`config.mk`:
```
export PLATFORM = sky130hd
export DESIGN_NAME = reg_xfer_unit
export DESIGN_NICKNAME = d
export VERILOG_FILES = /design/src/rtl/rtu_pkg.sv /design/src/rtl/rtu_control.sv /design/src/rtl/rtu_datapath.sv /design/src/rtl/reg_xfer_unit.sv
export SDC_FILE = /design/constraint.sdc
export NUM_CORES = 1
export LEC_CHECK = 0
export BUFFER_PORTS_ARGS = -buffer_cell sky130_fd_sc_hd__buf_2
export CAP_MARGIN = 20
export CORE_MARGIN = 1
export CORE_UTILIZATION = 53
export DETAILED_ROUTE_END_ITERATION = 12
export HOLD_SLACK_MARGIN = 0.02
export PLACE_DENSITY = 0.84
export SETUP_SLACK_MARGIN = 0.5
export SYNTH_ARGS = -nofsm -noshare
export SYNTH_HDL_FRONTEND = slang
export SYNTH_HIERARCHICAL = 1
export SYNTH_SLANG_ARGS = --single-unit
```
`constraint.sdc`:
```
create_clock -name clk -period 6.15 [get_ports clk]
set_input_delay 0.3075 -clock clk [delete_from_list [all_inputs] [get_ports clk]]
set_output_delay 0.3075 -clock clk [all_outputs]
set_load 0.05 [all_outputs]
```
`src/rtl/rtu_pkg.sv`:
```
package rtu_pkg;
  localparam int SRC_CNT  = 8;
  localparam int WREG_CNT = 5;
  localparam int DST_CNT  = WREG_CNT + 1;
  localparam int SRC_SW   = 5;
  localparam int SRC_RX   = 6;
  localparam int SRC_TX   = 7;
  localparam int DST_TX   = 5;

  localparam logic [2:0] OP_TRA = 3'd0;
  localparam logic [2:0] OP_TRC = 3'd1;
  localparam logic [2:0] OP_SL1 = 3'd2;
  localparam logic [2:0] OP_SR1 = 3'd3;
  localparam logic [2:0] OP_SL6 = 3'd4;

  typedef struct packed {
    logic txClr;
    logic wrEn;
    logic done;
    logic rxClr;
  } rtu_strobe_t;
endpackage

```
`src/rtl/rtu_control.sv`:
```
module rtu_control
  import rtu_pkg::*;
(
  input  logic               clk,
  input  logic               rstN,
  input  logic               start,
  input  logic [2:0]         opIn,
  input  logic [SRC_CNT-1:0] fromIn,
  input  logic [DST_CNT-1:0] toIn,
  output logic [2:0]         opSel,
  output logic [SRC_CNT-1:0] fromSel,
  output logic [DST_CNT-1:0] toSel,
  output rtu_strobe_t        strobe
);
  typedef enum logic [1:0] {ST_IDLE, ST_CLRT, ST_WRITE, ST_FIN} state_t;
  state_t state, nextState;

  always_comb begin
    nextState = state;
    case (state)
      ST_IDLE:  if (start) nextState = toIn[DST_TX] ? ST_CLRT : ST_WRITE;
      ST_CLRT:  nextState = ST_WRITE;
      ST_WRITE: nextState = ST_FIN;
      default:  nextState = ST_IDLE;
    endcase
  end

  always_ff @(posedge clk or negedge rstN) begin
    if (!rstN) begin
      state   <= ST_IDLE;
      opSel   <= OP_TRA;
      fromSel <= '0;
      toSel   <= '0;
    end else begin
      state <= nextState;
      if (state == ST_IDLE && start) begin
        opSel   <= opIn;
        fromSel <= fromIn;
        toSel   <= toIn;
      end
    end
  end

  always_comb begin
    strobe.txClr = (state == ST_CLRT);
    strobe.wrEn  = (state == ST_WRITE);
    strobe.done  = (state == ST_FIN);
    strobe.rxClr = (state == ST_FIN) && fromSel[SRC_RX];
  end
endmodule

```
`src/rtl/rtu_datapath.sv`:
```
module rtu_datapath
  import rtu_pkg::*;
#(
  parameter int WORD_W    = 18,
  parameter int EXT_W     = 3,
  parameter int BIG_SHIFT = 6,
  localparam int FULL_W   = WORD_W + EXT_W
) (
  input  logic               clk,
  input  logic               rstN,
  input  rtu_strobe_t        strobe,
  input  logic [2:0]         opSel,
  input  logic [SRC_CNT-1:0] fromSel,
  input  logic [DST_CNT-1:0] toSel,
  input  logic [FULL_W-1:0]  switches,
  input  logic [FULL_W-1:0]  rxData,
  output logic [WORD_W-1:0]  wordOut [WREG_CNT],
  output logic [FULL_W-1:0]  txData,
  output logic               flagPlus,
  output logic               flagZero,
  output logic               flagEven
);
  logic [WORD_W-1:0] wordReg [WREG_CNT];
  logic [WORD_W-1:0] txLow;
  logic [EXT_W-1:0]  extFf;
  logic [FULL_W-1:0] srcWord [SRC_CNT];
  logic [FULL_W-1:0] gated   [SRC_CNT];
  logic [FULL_W-1:0] yWord;
  logic [WORD_W-1:0] zLow;
  logic [EXT_W-1:0]  zExt;

  assign txData = {extFf, txLow};

  // Source bus: every word register widened, line registers at full width
  for (genvar i = 0; i < WREG_CNT; i++) begin : g_wsrc
    assign srcWord[i] = {{EXT_W{1'b0}}, wordReg[i]};
    assign wordOut[i] = wordReg[i];
  end
  assign srcWord[SRC_SW] = switches;
  assign srcWord[SRC_RX] = rxData;
  assign srcWord[SRC_TX] = txData;

  for (genvar i = 0; i < SRC_CNT; i++) begin : g_gate
    assign gated[i] = fromSel[i] ? srcWord[i] : '0;
  end

  always_comb begin
    yWord = '0;
    for (int i = 0; i < SRC_CNT; i++) yWord = yWord | gated[i];
  end

  // Operation stage: low word transformed, extension passes straight
  always_comb begin
    case (opSel)
      OP_TRC:  zLow = ~yWord[WORD_W-1:0];
      OP_SL1:  zLow = yWord[WORD_W-1:0] << 1;
      OP_SR1:  zLow = yWord[WORD_W-1:0] >> 1;
      OP_SL6:  zLow = yWord[WORD_W-1:0] << BIG_SHIFT;
      default: zLow = yWord[WORD_W-1:0];
    endcase
    zExt = yWord[FULL_W-1:WORD_W];
  end

  for (genvar i = 0; i < WREG_CNT; i++) begin : g_wreg
    always_ff @(posedge clk or negedge rstN) begin
      if (!rstN)                         wordReg[i] <= '0;
      else if (strobe.wrEn && toSel[i])  wordReg[i] <= zLow;
    end
  end

  always_ff @(posedge clk or negedge rstN) begin
    if (!rstN) begin
      txLow <= '0;
      extFf <= '0;
    end else if (strobe.txClr) begin
      txLow <= '0;
      extFf <= '0;
    end else if (strobe.wrEn && toSel[DST_TX]) begin
      txLow <= zLow;
      extFf <= zExt;
    end
  end

  always_ff @(posedge clk or negedge rstN) begin
    if (!rstN) begin
      flagPlus <= 1'b1;
      flagZero <= 1'b1;
      flagEven <= 1'b1;
    end else if (strobe.wrEn) begin
      flagPlus <= ~zLow[WORD_W-1];
      flagZero <= (zLow == '0);
      flagEven <= ~(^zLow);
    end
  end
endmodule

```
`src/rtl/reg_xfer_unit.sv`:
```
module reg_xfer_unit
  import rtu_pkg::*;
#(
  parameter int WORD_W    = 18,
  parameter int EXT_W     = 3,
  parameter int BIG_SHIFT = 6,
  localparam int FULL_W   = WORD_W + EXT_W
) (
  input  logic               clk,
  input  logic               rstN,
  input  logic               start,
  input  logic [2:0]         opcode,
  input  logic [SRC_CNT-1:0] fromMask,
  input  logic [DST_CNT-1:0] toMask,
  input  logic [FULL_W-1:0]  switches,
  input  logic [FULL_W-1:0]  rxData,
  output logic [WORD_W-1:0]  regA,
  output logic [WORD_W-1:0]  regB,
  output logic [WORD_W-1:0]  regC,
  output logic [WORD_W-1:0]  regQ,
  output logic [WORD_W-1:0]  regQCnt,
  output logic [FULL_W-1:0]  txData,
  output logic               flagPlus,
  output logic               flagZero,
  output logic               flagEven,
  output logic               done,
  output logic               rxClear,
  output logic               txClear
);
  rtu_strobe_t        ctrlStrobe;
  logic [2:0]         opSel;
  logic [SRC_CNT-1:0] fromSel;
  logic [DST_CNT-1:0] toSel;
  logic [WORD_W-1:0]  wordOut [WREG_CNT];

  rtu_control ctrl_i (
    .clk(clk), .rstN(rstN), .start(start), .opIn(opcode),
    .fromIn(fromMask), .toIn(toMask), .opSel(opSel),
    .fromSel(fromSel), .toSel(toSel), .strobe(ctrlStrobe)
  );

  rtu_datapath #(.WORD_W(WORD_W), .EXT_W(EXT_W), .BIG_SHIFT(BIG_SHIFT)) dp_i (
    .clk(clk), .rstN(rstN), .strobe(ctrlStrobe), .opSel(opSel),
    .fromSel(fromSel), .toSel(toSel), .switches(switches), .rxData(rxData),
    .wordOut(wordOut), .txData(txData), .flagPlus(flagPlus),
    .flagZero(flagZero), .flagEven(flagEven)
  );

  assign regA    = wordOut[0];
  assign regB    = wordOut[1];
  assign regC    = wordOut[2];
  assign regQ    = wordOut[3];
  assign regQCnt = wordOut[4];
  assign done    = ctrlStrobe.done;
  assign rxClear = ctrlStrobe.rxClr;
  assign txClear = ctrlStrobe.txClr;
endmodule

```
### Word level (Yosys, flattened, before mapping)

Cells that the tools add are included.

| storage, ports and cells | value |
|---|---|
| register bits | 133 |
| bits in latches | 0 |
| RAM bits | 0 |
| ROM bits | 0 |
| input port bits | 62 |
| output and inout port bits | 117 |
| logic and storage cells | 60 |
| memories kept | 0 |

| cells by class | value |
|---|---|
| add/subtract/negate cells | 0 |
| $mul | 0 |
| divide/modulo/power cells | 0 |
| $lt $le $gt $ge | 0 |
| equality and inequality tests | 8 |
| shifts and indexed selects | 0 |
| muxes and demuxes | 16 |
| bitwise logic cells | 10 |
| reductions and logical operators | 12 |

Operators with widths:

| operator | number |
|---|---|
| OR 21 bit | 7 |
| 2-to-1 mux 18 bit | 7 |
| one-hot mux 18 bit (4 select lines) | 1 |
| 2-to-1 mux 21 bit | 3 |
| zero test 18 bit | 1 |
| inverter 18 bit | 1 |
| XOR reduction 18 bit | 1 |
| logical AND 1 bit | 8 |
| equality test 3 x 2 -> 1 bit, second input constant | 2 |
| 2-to-1 mux 3 bit | 2 |
| one-hot mux 2 bit (3 select lines) | 1 |
| equality test 2 bit, second input constant | 2 |
| 2-to-1 mux 2 bit | 2 |
| equality test 3 x 1 -> 1 bit, second input constant | 1 |
| equality test 3 bit, second input constant | 1 |
| equality test 2 x 1 -> 1 bit, second input constant | 1 |
| zero test 2 bit | 1 |
| inequality test 2 bit, second input constant | 1 |
| inverter 1 bit | 2 |
| nonzero test 2 bit | 1 |

### Logic depth before layout (Yosys ltp)

Gate-level depths: netlist of the first run.

| logic depth | value |
|---|---|
| depth in word-level cells | 12 |
| depth in mapped cells | 13 |
| mapped depth without buffers | 11 |

### Cells and area by module

Netlist of the first run, hierarchy kept.

Modules (own cells, without submodules):

| module | instances | cells each | area an instance (µm²) | sequential area each (µm²) |
|---|---|---|---|---|
| rtu_datapath | 1 | 600 | 6100.9 | 2856.5 |
| rtu_control | 1 | 54 | 865.8 | 475.5 |

### Worst setup path before layout of the first run

No wires, ideal clock.

| timing | value |
|---|---|
| kind | reg2reg |
| from | register dp_i.wordReg, in the netlist dp_i/wordOut[44] |
| to | register dp_i.flagEven |
| arrival time | 2.915 ns |
| path slack | 3.142 ns |
| stages on the path, launching flop included | 11 |
| buffers on the path | 0 |
| clock period less this slack | 3.008 ns |
| cells stage by stage | dfrtp_1 a22o_1 or4_4 a22o_1 o31ai_2 ha_1 xnor2_1 xnor2_1 xnor2_1 xnor2_1 a21oi_1 |

| between the ends | value |
|---|---|
| cells in the longest elaborated chain, start to end | 11 |

Ends and longest elaborated chain:

| item | line | RTL |
|---|---|---|
| start: declaration | rtu_datapath.sv:23 | `logic [WORD_W-1:0] wordReg [WREG_CNT];` |
| start signal: indexed assignment | rtu_datapath.sv:67 | `else if (strobe.wrEn && toSel[i]) wordReg[i] <= zLow;` |
| 2-to-1 mux 18 bit * | rtu_datapath.sv:44 | `assign gated[i] = fromSel[i] ? srcWord[i] : '0;` |
| OR 21 bit * (6 in series) | rtu_datapath.sv:49 | `for (int i = 0; i < SRC_CNT; i++) yWord = yWord \| gated[i];` |
| inverter 18 bit | rtu_datapath.sv:55 | `OP_TRC: zLow = ~yWord[WORD_W-1:0];` |
| one-hot mux 18 bit (4 select lines) * | rtu_datapath.sv:54 | `case (opSel)` |
| XOR reduction 18 bit * | rtu_datapath.sv:92 | `flagEven <= ~(^zLow);` |
| inverter 1 bit * | rtu_datapath.sv:92 |  |
| end signal: assignment | rtu_datapath.sv:92 |  |
| end: declaration | rtu_datapath.sv:21 | `output logic flagEven` |

Mark *: on every way between the ends. The rest lies on a longest branch, timed or not.
A chain may end at the register's enable or synchronous reset.

### Worst setup path in the final report of the first run

| timing | value |
|---|---|
| from | register ctrl_i.fromSel[5] |
| to | register dp_i.flagEven |

| between the ends | value |
|---|---|
| cells in the longest elaborated chain, start to end | 8 |

Ends and longest elaborated chain:

| item | line | RTL |
|---|---|---|
| start: declaration | rtu_control.sv:11 | `output logic [SRC_CNT-1:0] fromSel,` |
| start signal: assignment | rtu_control.sv:38 | `fromSel <= fromIn;` |
| 2-to-1 mux 21 bit * | rtu_datapath.sv:44 |  |
| OR 21 bit * (3 in series) | rtu_datapath.sv:49 |  |
| inverter 18 bit | rtu_datapath.sv:55 |  |
| one-hot mux 18 bit (4 select lines) * | rtu_datapath.sv:54 |  |
| XOR reduction 18 bit * | rtu_datapath.sv:92 |  |
| inverter 1 bit * | rtu_datapath.sv:92 |  |

Marks and branches as above.

==> results of run 1 <==
flip-flops by register name, summed over array words and instances, names as in the netlist, 2 cells and up:
signal	flops
ctrl_i/fromSel	8
ctrl_i/opSel	3
ctrl_i/state	2
ctrl_i/toSel	6
dp_i/extFf	3
dp_i/txLow	18
dp_i/wordOut	90
area by class of cell:
cell class,count,area share
well taps,172,0.0252
clock inverters,12,0.0180
flip-flops and latches,133,0.390
inverters,14,0.00615
multi-input cells,464,0.397
repair buffers,183,0.110
clock buffers,20,0.0535
cell usage after synthesis, types with 4 or more instances:
cell type	instances
sky130_fd_sc_hd__buf_2	10
sky130_fd_sc_hd__ha_1	14
sky130_fd_sc_hd__mux2_4	10
sky130_fd_sc_hd__a22o_1	26
sky130_fd_sc_hd__nand3_1	7
sky130_fd_sc_hd__and4_1	4
sky130_fd_sc_hd__mux2i_1	6
sky130_fd_sc_hd__o21ai_0	55
sky130_fd_sc_hd__nand4_1	11
sky130_fd_sc_hd__o22ai_1	5
sky130_fd_sc_hd__a22oi_1	54
sky130_fd_sc_hd__nand2_1	72
sky130_fd_sc_hd__nor4_1	5
sky130_fd_sc_hd__mux2_2	47
sky130_fd_sc_hd__nor2b_1	6
sky130_fd_sc_hd__o22a_1	4
sky130_fd_sc_hd__a222oi_1	4
sky130_fd_sc_hd__a21oi_1	20
sky130_fd_sc_hd__a41oi_1	5
sky130_fd_sc_hd__and2_1	7
sky130_fd_sc_hd__a31oi_1	4
sky130_fd_sc_hd__o311ai_0	5
sky130_fd_sc_hd__nor2_1	21
sky130_fd_sc_hd__buf_1	5
sky130_fd_sc_hd__xnor2_1	8
sky130_fd_sc_hd__clkbuf_1	24
sky130_fd_sc_hd__o211ai_1	4
sky130_fd_sc_hd__inv_1	13
sky130_fd_sc_hd__nor3_1	4
sky130_fd_sc_hd__dfrtp_1	130
critical path, delay by kind of cell, from the launching register on:
| family | cells | cell delay (ps) |
|---|---|---|
| compound gates | 3 | 950 |
| simple gates | 3 | 940 |
| flops | 1 | 750 |
| xor+xnor | 4 | 710 |
| fa+ha+maj | 1 | 230 |
worst max path at each step:
stage / end / start / slack (ps)
after floorplan: dp_i/flagEven / dp_i/wordOut[44] / 3140
after global placement: dp_i/flagEven / ctrl_i/fromSel[6] / 2790
after detailed placement: dp_i/flagEven / ctrl_i/fromSel[6] / 2620
after CTS: dp_i/flagEven / ctrl_i/fromSel[5] / 2600
after global routing: dp_i/flagEven / ctrl_i/fromSel[5] / 2210
final: dp_i/flagEven / ctrl_i/fromSel[5] / 2450
layer usage:
metal,vias up,track usage
li1,2816,-
met1,3230,0.427
met2,491,0.522
met3,82,0.0939
met4,0,0.166
met5,-,0
kinds of logic (layout without fill, tap and decap cells):
family / Yosys count / count (layout) / share of synthesized area
buffers and inverters: 57 / 229 / 0.0363
xor gates and xnor gates: 11 / 11 / 0.0138
AOI/OAI and AO/OA: 221 / 221 / 0.230
muxes: 63 / 63 / 0.106
adders and majority gates: 14 / 14 / 0.0251
DFF: 133 / 133 / 0.478
and+or+nand+nor: 155 / 155 / 0.110
per-stage QoR:
| step | hold slack (ps) | worst slack [ps] | instance area, um^2 | utilization |
|---|---|---|---|---|
| 3_3_place_gp | 449 | 2790 | 7910 | 0.621 |
| 5_1_grt | 105 | 2210 | 8540 | 0.671 |
| 6_report | 112 | 2450 | 8540 | 0.671 |
| 4_1_cts | 101 | 2600 | 8530 | 0.670 |
| 3_5_place_dp | 455 | 2620 | 7910 | 0.621 |
| 2_1_floorplan | 11.9 | 3140 | 6970 | - |
==> flow_metrics.env, run 1 <==
export IMPL_setup_skew_after_layout_ps=8.89
export IMPL_required_ps=6470
export IMPL_route_top_layer_used="met4"
export IMPL_cell_depth_of_the_worst_hold_path=2
export IMPL_drt_pass1_iter_count=6
export IMPL_m1_wl_um=8760
export IMPL_cpMostUsedCell="sky130_fd_sc_hd__xnor2_1"
export IMPL_floorplan_die_width_um=117
export IMPL_layout_commonest_cell="sky130_fd_sc_hd__buf_2"
export IMPL_mappedNetlistNets=730
export IMPL_commonest_cells_after_routing_fill_and_taps_aside="177 x sky130_fd_sc_hd__buf_2, 130 x sky130_fd_sc_hd__dfrtp_1, 72 x sky130_fd_sc_hd__nand2_1, 55 x sky130_fd_sc_hd__o21ai_0, 54 x sky130_fd_sc_hd__a22oi_1"
export IMPL_largest_net_degree_at_the_start_of_global_routing=69
export IMPL_worst_hold_path_endpoint="ctrl_i/opSel[2]"
export IMPL_numPortBuffers=178
export IMPL_groute_usage_overall=0.334
export IMPL_max_slew_margin=0.268
export IMPL_syn_to_final_growth_pct=22.6
export IMPL_post_layout_nonfiller_instances=998
export IMPL_run_status="finished, final reports clean"
export IMPL_postCtsSetupRepairBufs=0
export IMPL_cts_buffer_depth=2
export IMPL_drv_slew=0
export IMPL_max_slew_worst_pin_slew_ps=1100
export IMPL_synth_top_cells_by_area="sky130_fd_sc_hd__dfrtp_1 47%, sky130_fd_sc_hd__mux2_2 7.6%, sky130_fd_sc_hd__a22oi_1 5.8%, sky130_fd_sc_hd__o21ai_0 4.0%, sky130_fd_sc_hd__nand2_1 3.9%"
export IMPL_antenna_diode_count=0
export IMPL_clock_insertion_delay_worst_skew_ps=430
export IMPL_initial_util=0.548
export IMPL_register_area_um2=3330
export IMPL_synth_area_per_cell_um2=10.7
export IMPL_route_detailed_wl_per_inst_um=22.3
export IMPL_floorplan_die_area_um2=13600
export IMPL_detailroute_via_count=6619
export IMPL_critical_path_arrival_ps=4020
export IMPL_detail_route_iter0_violations=773
export IMPL_synth_yosys_warnings=6
export IMPL_hold_path_class="in -> reg"
export IMPL_ys_flop_type="sky130_fd_sc_hd__dfrtp_1"
export IMPL_cell_count_of_the_worst_reg_to_reg_path=11
export IMPL_floorplan_core_area_um2=12700
export IMPL_io_pin_count=179
export IMPL_tritoncts_clock_tree="built"
export IMPL_r2r_end="dp_i/flagEven"
export IMPL_netlist_area_leader_share=0.467
export IMPL_post_cts_hold_buffer_count=1
export IMPL_setup_violations=0
export IMPL_post_synthesis_sequential_element_count=133
export IMPL_synthCells=654
export IMPL_type_of_element_launching_the_critical_path="flip-flop"
export IMPL_cts_clk_slew_worst_paths_ps=60
export IMPL_post_synth_top_area_cell="sky130_fd_sc_hd__dfrtp_1"
export IMPL_synthesis_area_um2=6970
export IMPL_hold_start="opcode[2]"
export IMPL_setup_repair_after_global_routing_missed_its_margin="no"
export IMPL_drt_antenna_violating_nets=0
export IMPL_multi_input_gate_area_um2=3390
export IMPL_timing_critical_path_slowest_stage_cell="sky130_fd_sc_hd__dfrtp_1"
export IMPL_portion_of_the_post_synthesis_area_used_by_sequential_elements=0.478
export IMPL_gp_congestion=0.959
export IMPL_route_detailed_drc=0
export IMPL_worst_r2r_setup_slack_ps=2450
export IMPL_detailed_route_wirelength_on_metal3_um=2290
export IMPL_setup_crit_path_kind="reg -> reg"
export IMPL_antenna_violations_before_repair=0
export IMPL_routed_wl_um=22300
export IMPL_fillCellCount=1025
export IMPL_clock_sink_count=133
export IMPL_period_needed_ps=3700
export IMPL_finalSetupTns_ps=0
export IMPL_nNetsFinal=889
export IMPL_cts_htree_levels=4
export IMPL_async_reset_ff_frac=1.00
export IMPL_cts_buffers=17
export IMPL_ys_types=69
export IMPL_critical_path_cell_chain="a22o_1 > nor4_1 > nor2_1 > a211oi_2 > and2_1 > ha_1 > xnor2_1 > xnor2_1 > xnor2_1 > xnor2_1 > a21oi_1"
export IMPL_achievable_frequency_ghz=0.270
export IMPL_dieHeight_um=117
export IMPL_met2WireLength_um=10400
export IMPL_drv_max_cap_violation_count=0
export IMPL_grt_first_pass_wirelength_um=33600
export IMPL_global_route_overflow_total=0
export IMPL_critical_path_max_stage_delay_ps=750
export IMPL_hold_violations=0
export IMPL_dpl_cell_count=964
export IMPL_reg2reg_from="ctrl_i/fromSel[5]"
export IMPL_vias_per_cell=6.63
export IMPL_first_global_vias=6320
export IMPL_finalCritPeriodShare=0.601
export IMPL_fp_row_count=41
export IMPL_timing_critical_path_fanout_max=22
export IMPL_cts_repair_resize_count=0
export IMPL_synth_enable_flop_cells=0
export IMPL_cp_end_kind="flip-flop"
export IMPL_detailedPlacementHpwl_um=15200
export IMPL_clock_tree_root_cell="sky130_fd_sc_hd__clkbuf_16"
export IMPL_post_route_cells_drive_above_1_share=0.351
Power of run 1 is left out: the tool's default activity adds up to more than one toggle a clock period on the data nets, which glitch-free logic cannot reach.
==> run 2, diff against run 1 <==
Settings changed: ABC_AREA set to 1, PLACE_DENSITY 0.84 to 0.83.
Clock period 6.15 ns to 3.5 ns, I/O delays scaled along.
==> run 2 against run 1 <==
- sequential share of layout area is 3.1 points lower
- first-iteration DRC count rose by 26%
- critical path depth rose by 5
- via count up 21%
- global-route usage up 0.86 points
- clock skew hardly changed
- maximum frequency is 33% higher
- register-to-register slack worse by 1700 ps
- worst setup slack worse by 1700 ps
- wire length up 7.9%
- area after synthesis rose by 7.7%
- highest routed layer unchanged
==> flow_metrics.env, run 2 <==
export IMPL_drv_slew=0
export IMPL_post_route_cells_drive_above_1_share=0.229
export IMPL_met2WireLength_um=11400
export IMPL_timing_critical_path_fanout_max=9
export IMPL_first_global_vias=7383
export IMPL_grt_first_pass_wirelength_um=38000
export IMPL_detailroute_via_count=7996
export IMPL_floorplan_core_area_um2=13800
export IMPL_largest_net_degree_at_the_start_of_global_routing=72
export IMPL_gp_congestion=0.948
export IMPL_type_of_element_launching_the_critical_path="flip-flop"
export IMPL_route_detailed_wl_per_inst_um=16.5
export IMPL_portion_of_the_post_synthesis_area_used_by_sequential_elements=0.444
export IMPL_largest_register_ffs=90
export IMPL_post_synth_top_area_cell="sky130_fd_sc_hd__dfrtp_1"
export IMPL_setup_crit_path_kind="reg -> reg"
export IMPL_antenna_diode_count=0
export IMPL_fp_row_count=43
export IMPL_synth_top_cells_by_area="sky130_fd_sc_hd__dfrtp_1 43%, sky130_fd_sc_hd__nand2_1 31%, sky130_fd_sc_hd__nand3_1 5.8%, sky130_fd_sc_hd__nor2_1 2.7%, sky130_fd_sc_hd__ha_1 2.3%"
export IMPL_async_reset_ff_frac=1.00
export IMPL_post_synthesis_sequential_element_count=133
export IMPL_netlist_area_leader_share=0.433
export IMPL_tritoncts_clock_tree="built"
export IMPL_synthesis_area_um2=7510
export IMPL_clock_tree_root_cell="sky130_fd_sc_hd__clkbuf_16"
export IMPL_synth_top_cells_by_count="627 x sky130_fd_sc_hd__nand2_1, 130 x sky130_fd_sc_hd__dfrtp_1, 87 x sky130_fd_sc_hd__nand3_1"
export IMPL_clock_insertion_delay_worst_skew_ps=430
export IMPL_syn_to_final_growth_pct=24.2
export IMPL_cts_buffer_depth=2
export IMPL_numPortBuffers=178
export IMPL_drv_max_cap_violation_count=0
export IMPL_synth_yosys_warnings=6
export IMPL_synthCells=1077
export IMPL_route_top_layer_used="met4"
export IMPL_placed_area_um2=8510
export IMPL_cts_htree_levels=4
export IMPL_detailedPlacementHpwl_um=16400
export IMPL_clock_sink_count=133
export IMPL_hold_path_class="in -> reg"
export IMPL_detailed_route_wirelength_on_metal3_um=2000
export IMPL_cp_end_kind="flip-flop"
export IMPL_m1_wl_um=9560
export IMPL_cts_clk_slew_worst_paths_ps=60
export IMPL_drt_antenna_violating_nets=0
export IMPL_hold_violations=0
export IMPL_setup_skew_after_layout_ps=9.15
export IMPL_detail_route_iter0_violations=975
export IMPL_max_slew_worst_pin_slew_ps=937
export IMPL_mappedNetlistNets=1153
export IMPL_antenna_violations_before_repair=0
export IMPL_vias_per_cell=5.49
export IMPL_setup_violations=0
export IMPL_commonest_cells_after_routing_fill_and_taps_aside="626 x sky130_fd_sc_hd__nand2_1, 177 x sky130_fd_sc_hd__buf_2, 122 x sky130_fd_sc_hd__dfrtp_1, 87 x sky130_fd_sc_hd__nand3_1, 54 x sky130_fd_sc_hd__nor2_1"
export IMPL_initial_util=0.543
export IMPL_finalCritPeriodShare=0.794
export IMPL_fillCellCount=1115
export IMPL_run_status="finished, final reports clean"
export IMPL_drt_pass1_iter_count=8
export IMPL_route_detailed_drc=0
export IMPL_ys_flop_type="sky130_fd_sc_hd__dfrtp_1"
export IMPL_max_slew_margin=0.375
export IMPL_groute_usage_overall=0.342
export IMPL_synth_enable_flop_cells=0
export IMPL_ys_types=35
export IMPL_layout_commonest_cell="sky130_fd_sc_hd__nand2_1"
export IMPL_synth_most_common_cell="sky130_fd_sc_hd__nand2_1"
export IMPL_setup_repair_after_global_routing_missed_its_margin="no"
export IMPL_synth_area_per_cell_um2=6.97
export IMPL_finalSetupTns_ps=0
export IMPL_nNetsFinal=1340
export IMPL_io_pin_count=179
export IMPL_achievable_frequency_ghz=0.360
export IMPL_required_ps=3870
export IMPL_global_route_overflow_total=0
export IMPL_floorplan_die_area_um2=14600
export IMPL_floorplan_die_width_um=121
export IMPL_final_design_area_no_fill_um2=9330
export IMPL_cts_buffers=17
export IMPL_period_needed_ps=2780
export IMPL_routed_wl_um=24000
export IMPL_dieHeight_um=121
export IMPL_critical_path_arrival_ps=3150
==> run 2: cell types whose count changed after synthesis, sizes merged, moves of 12 or more <==
cell	before	now
nand2	73	659
nand3	7	94
mux2	57	0
a22oi	55	0
o21ai	55	13
nor2	22	58
a22o	26	3
inv	14	30
a21oi	20	8
==> run 2: worst paths after layout <==
path / endpoint / slack [ps] / start / depth (start not counted)
min: ctrl_i/opSel[0] / 40 / opcode[0] / 3
max in group asynchronous: dp_i/flagPlus / 2170 / rstN / 3
max reg2reg: dp_i/flagEven / 720 / ctrl_i/opSel[2] / 16
min reg2reg: ctrl_i/toSel[4] / 480 / ctrl_i/toSel[4] / 2
min in group asynchronous: dp_i/txLow[7] / 440 / rstN / 2
max: dp_i/flagEven / 720 / ctrl_i/opSel[2] / 16
==> run 2: metal layers <==
metal	up-vias	global-route usage
li1	3711	-
met1	3720	0.438
met2	483	0.553
met3	82	0.0648
met4	0	0.177
met5	-	0
==> run 2: layout make-up <==
class	count	area, um^2	share of cell area
clock buffers	20	447	0.0479
clock inverters	12	153	0.0164
inverters	36	135	0.0145
multi-input cells	863	3810	0.409
flip-flops and latches	133	3340	0.359
well taps	180	225	0.0242
repair buffers	213	1210	0.130
==> run 2: logic make-up after synthesis <==
logic type,count (synthesis),share of synthesized area
AND/OR/NAND/NOR,819,0.457
flip-flops,133,0.444
buffers and inverters,82,0.0508
AO/OA/AOI/OAI,25,0.0200
adder cells (fa/ha/maj),14,0.0233
XOR/XNOR,4,0.00467
==> run 2: through the flow <==
stage	instances	hold WS (ps)	utilization	setup WS (ps)
finish	1457	41.9	0.674	722
global route	1457	49.3	0.674	518
CTS	1453	24.1	0.670	513
detailed placement	1405	370	0.616	557
global placement	1405	364	0.616	568
floorplan	1077	-121	-	1170
==> run 2: repair_timing <==
| item | in CTS | in global routing |
|---|---|---|
| hold buffers | 16 | 0 |
| endpoints found under the setup margin | 0 | 1 |
| endpoints found under the hold margin | 85 | 0 |
| setup buffers | 0 | 3 |
| resized for setup | 0 | 12 |
==> run 2: critical path, stage by stage, from the launching register on <==
cell,delay (ps)
sky130_fd_sc_hd__dfrtp_1,470
sky130_fd_sc_hd__inv_2,110
sky130_fd_sc_hd__nand3_4,160
sky130_fd_sc_hd__nand2_1,180
sky130_fd_sc_hd__nor2_4,280
sky130_fd_sc_hd__buf_4,160
sky130_fd_sc_hd__a21oi_1,40
sky130_fd_sc_hd__o21ai_2,170
sky130_fd_sc_hd__nand2_1,120
sky130_fd_sc_hd__ha_1,320
sky130_fd_sc_hd__xnor2_1,140
sky130_fd_sc_hd__and2_1,160
sky130_fd_sc_hd__nor2_1,150
sky130_fd_sc_hd__inv_1,60
sky130_fd_sc_hd__nand2_1,70
sky130_fd_sc_hd__nand3_1,60
sky130_fd_sc_hd__nand2_1,70
Power of run 2 is left out for the same reason.
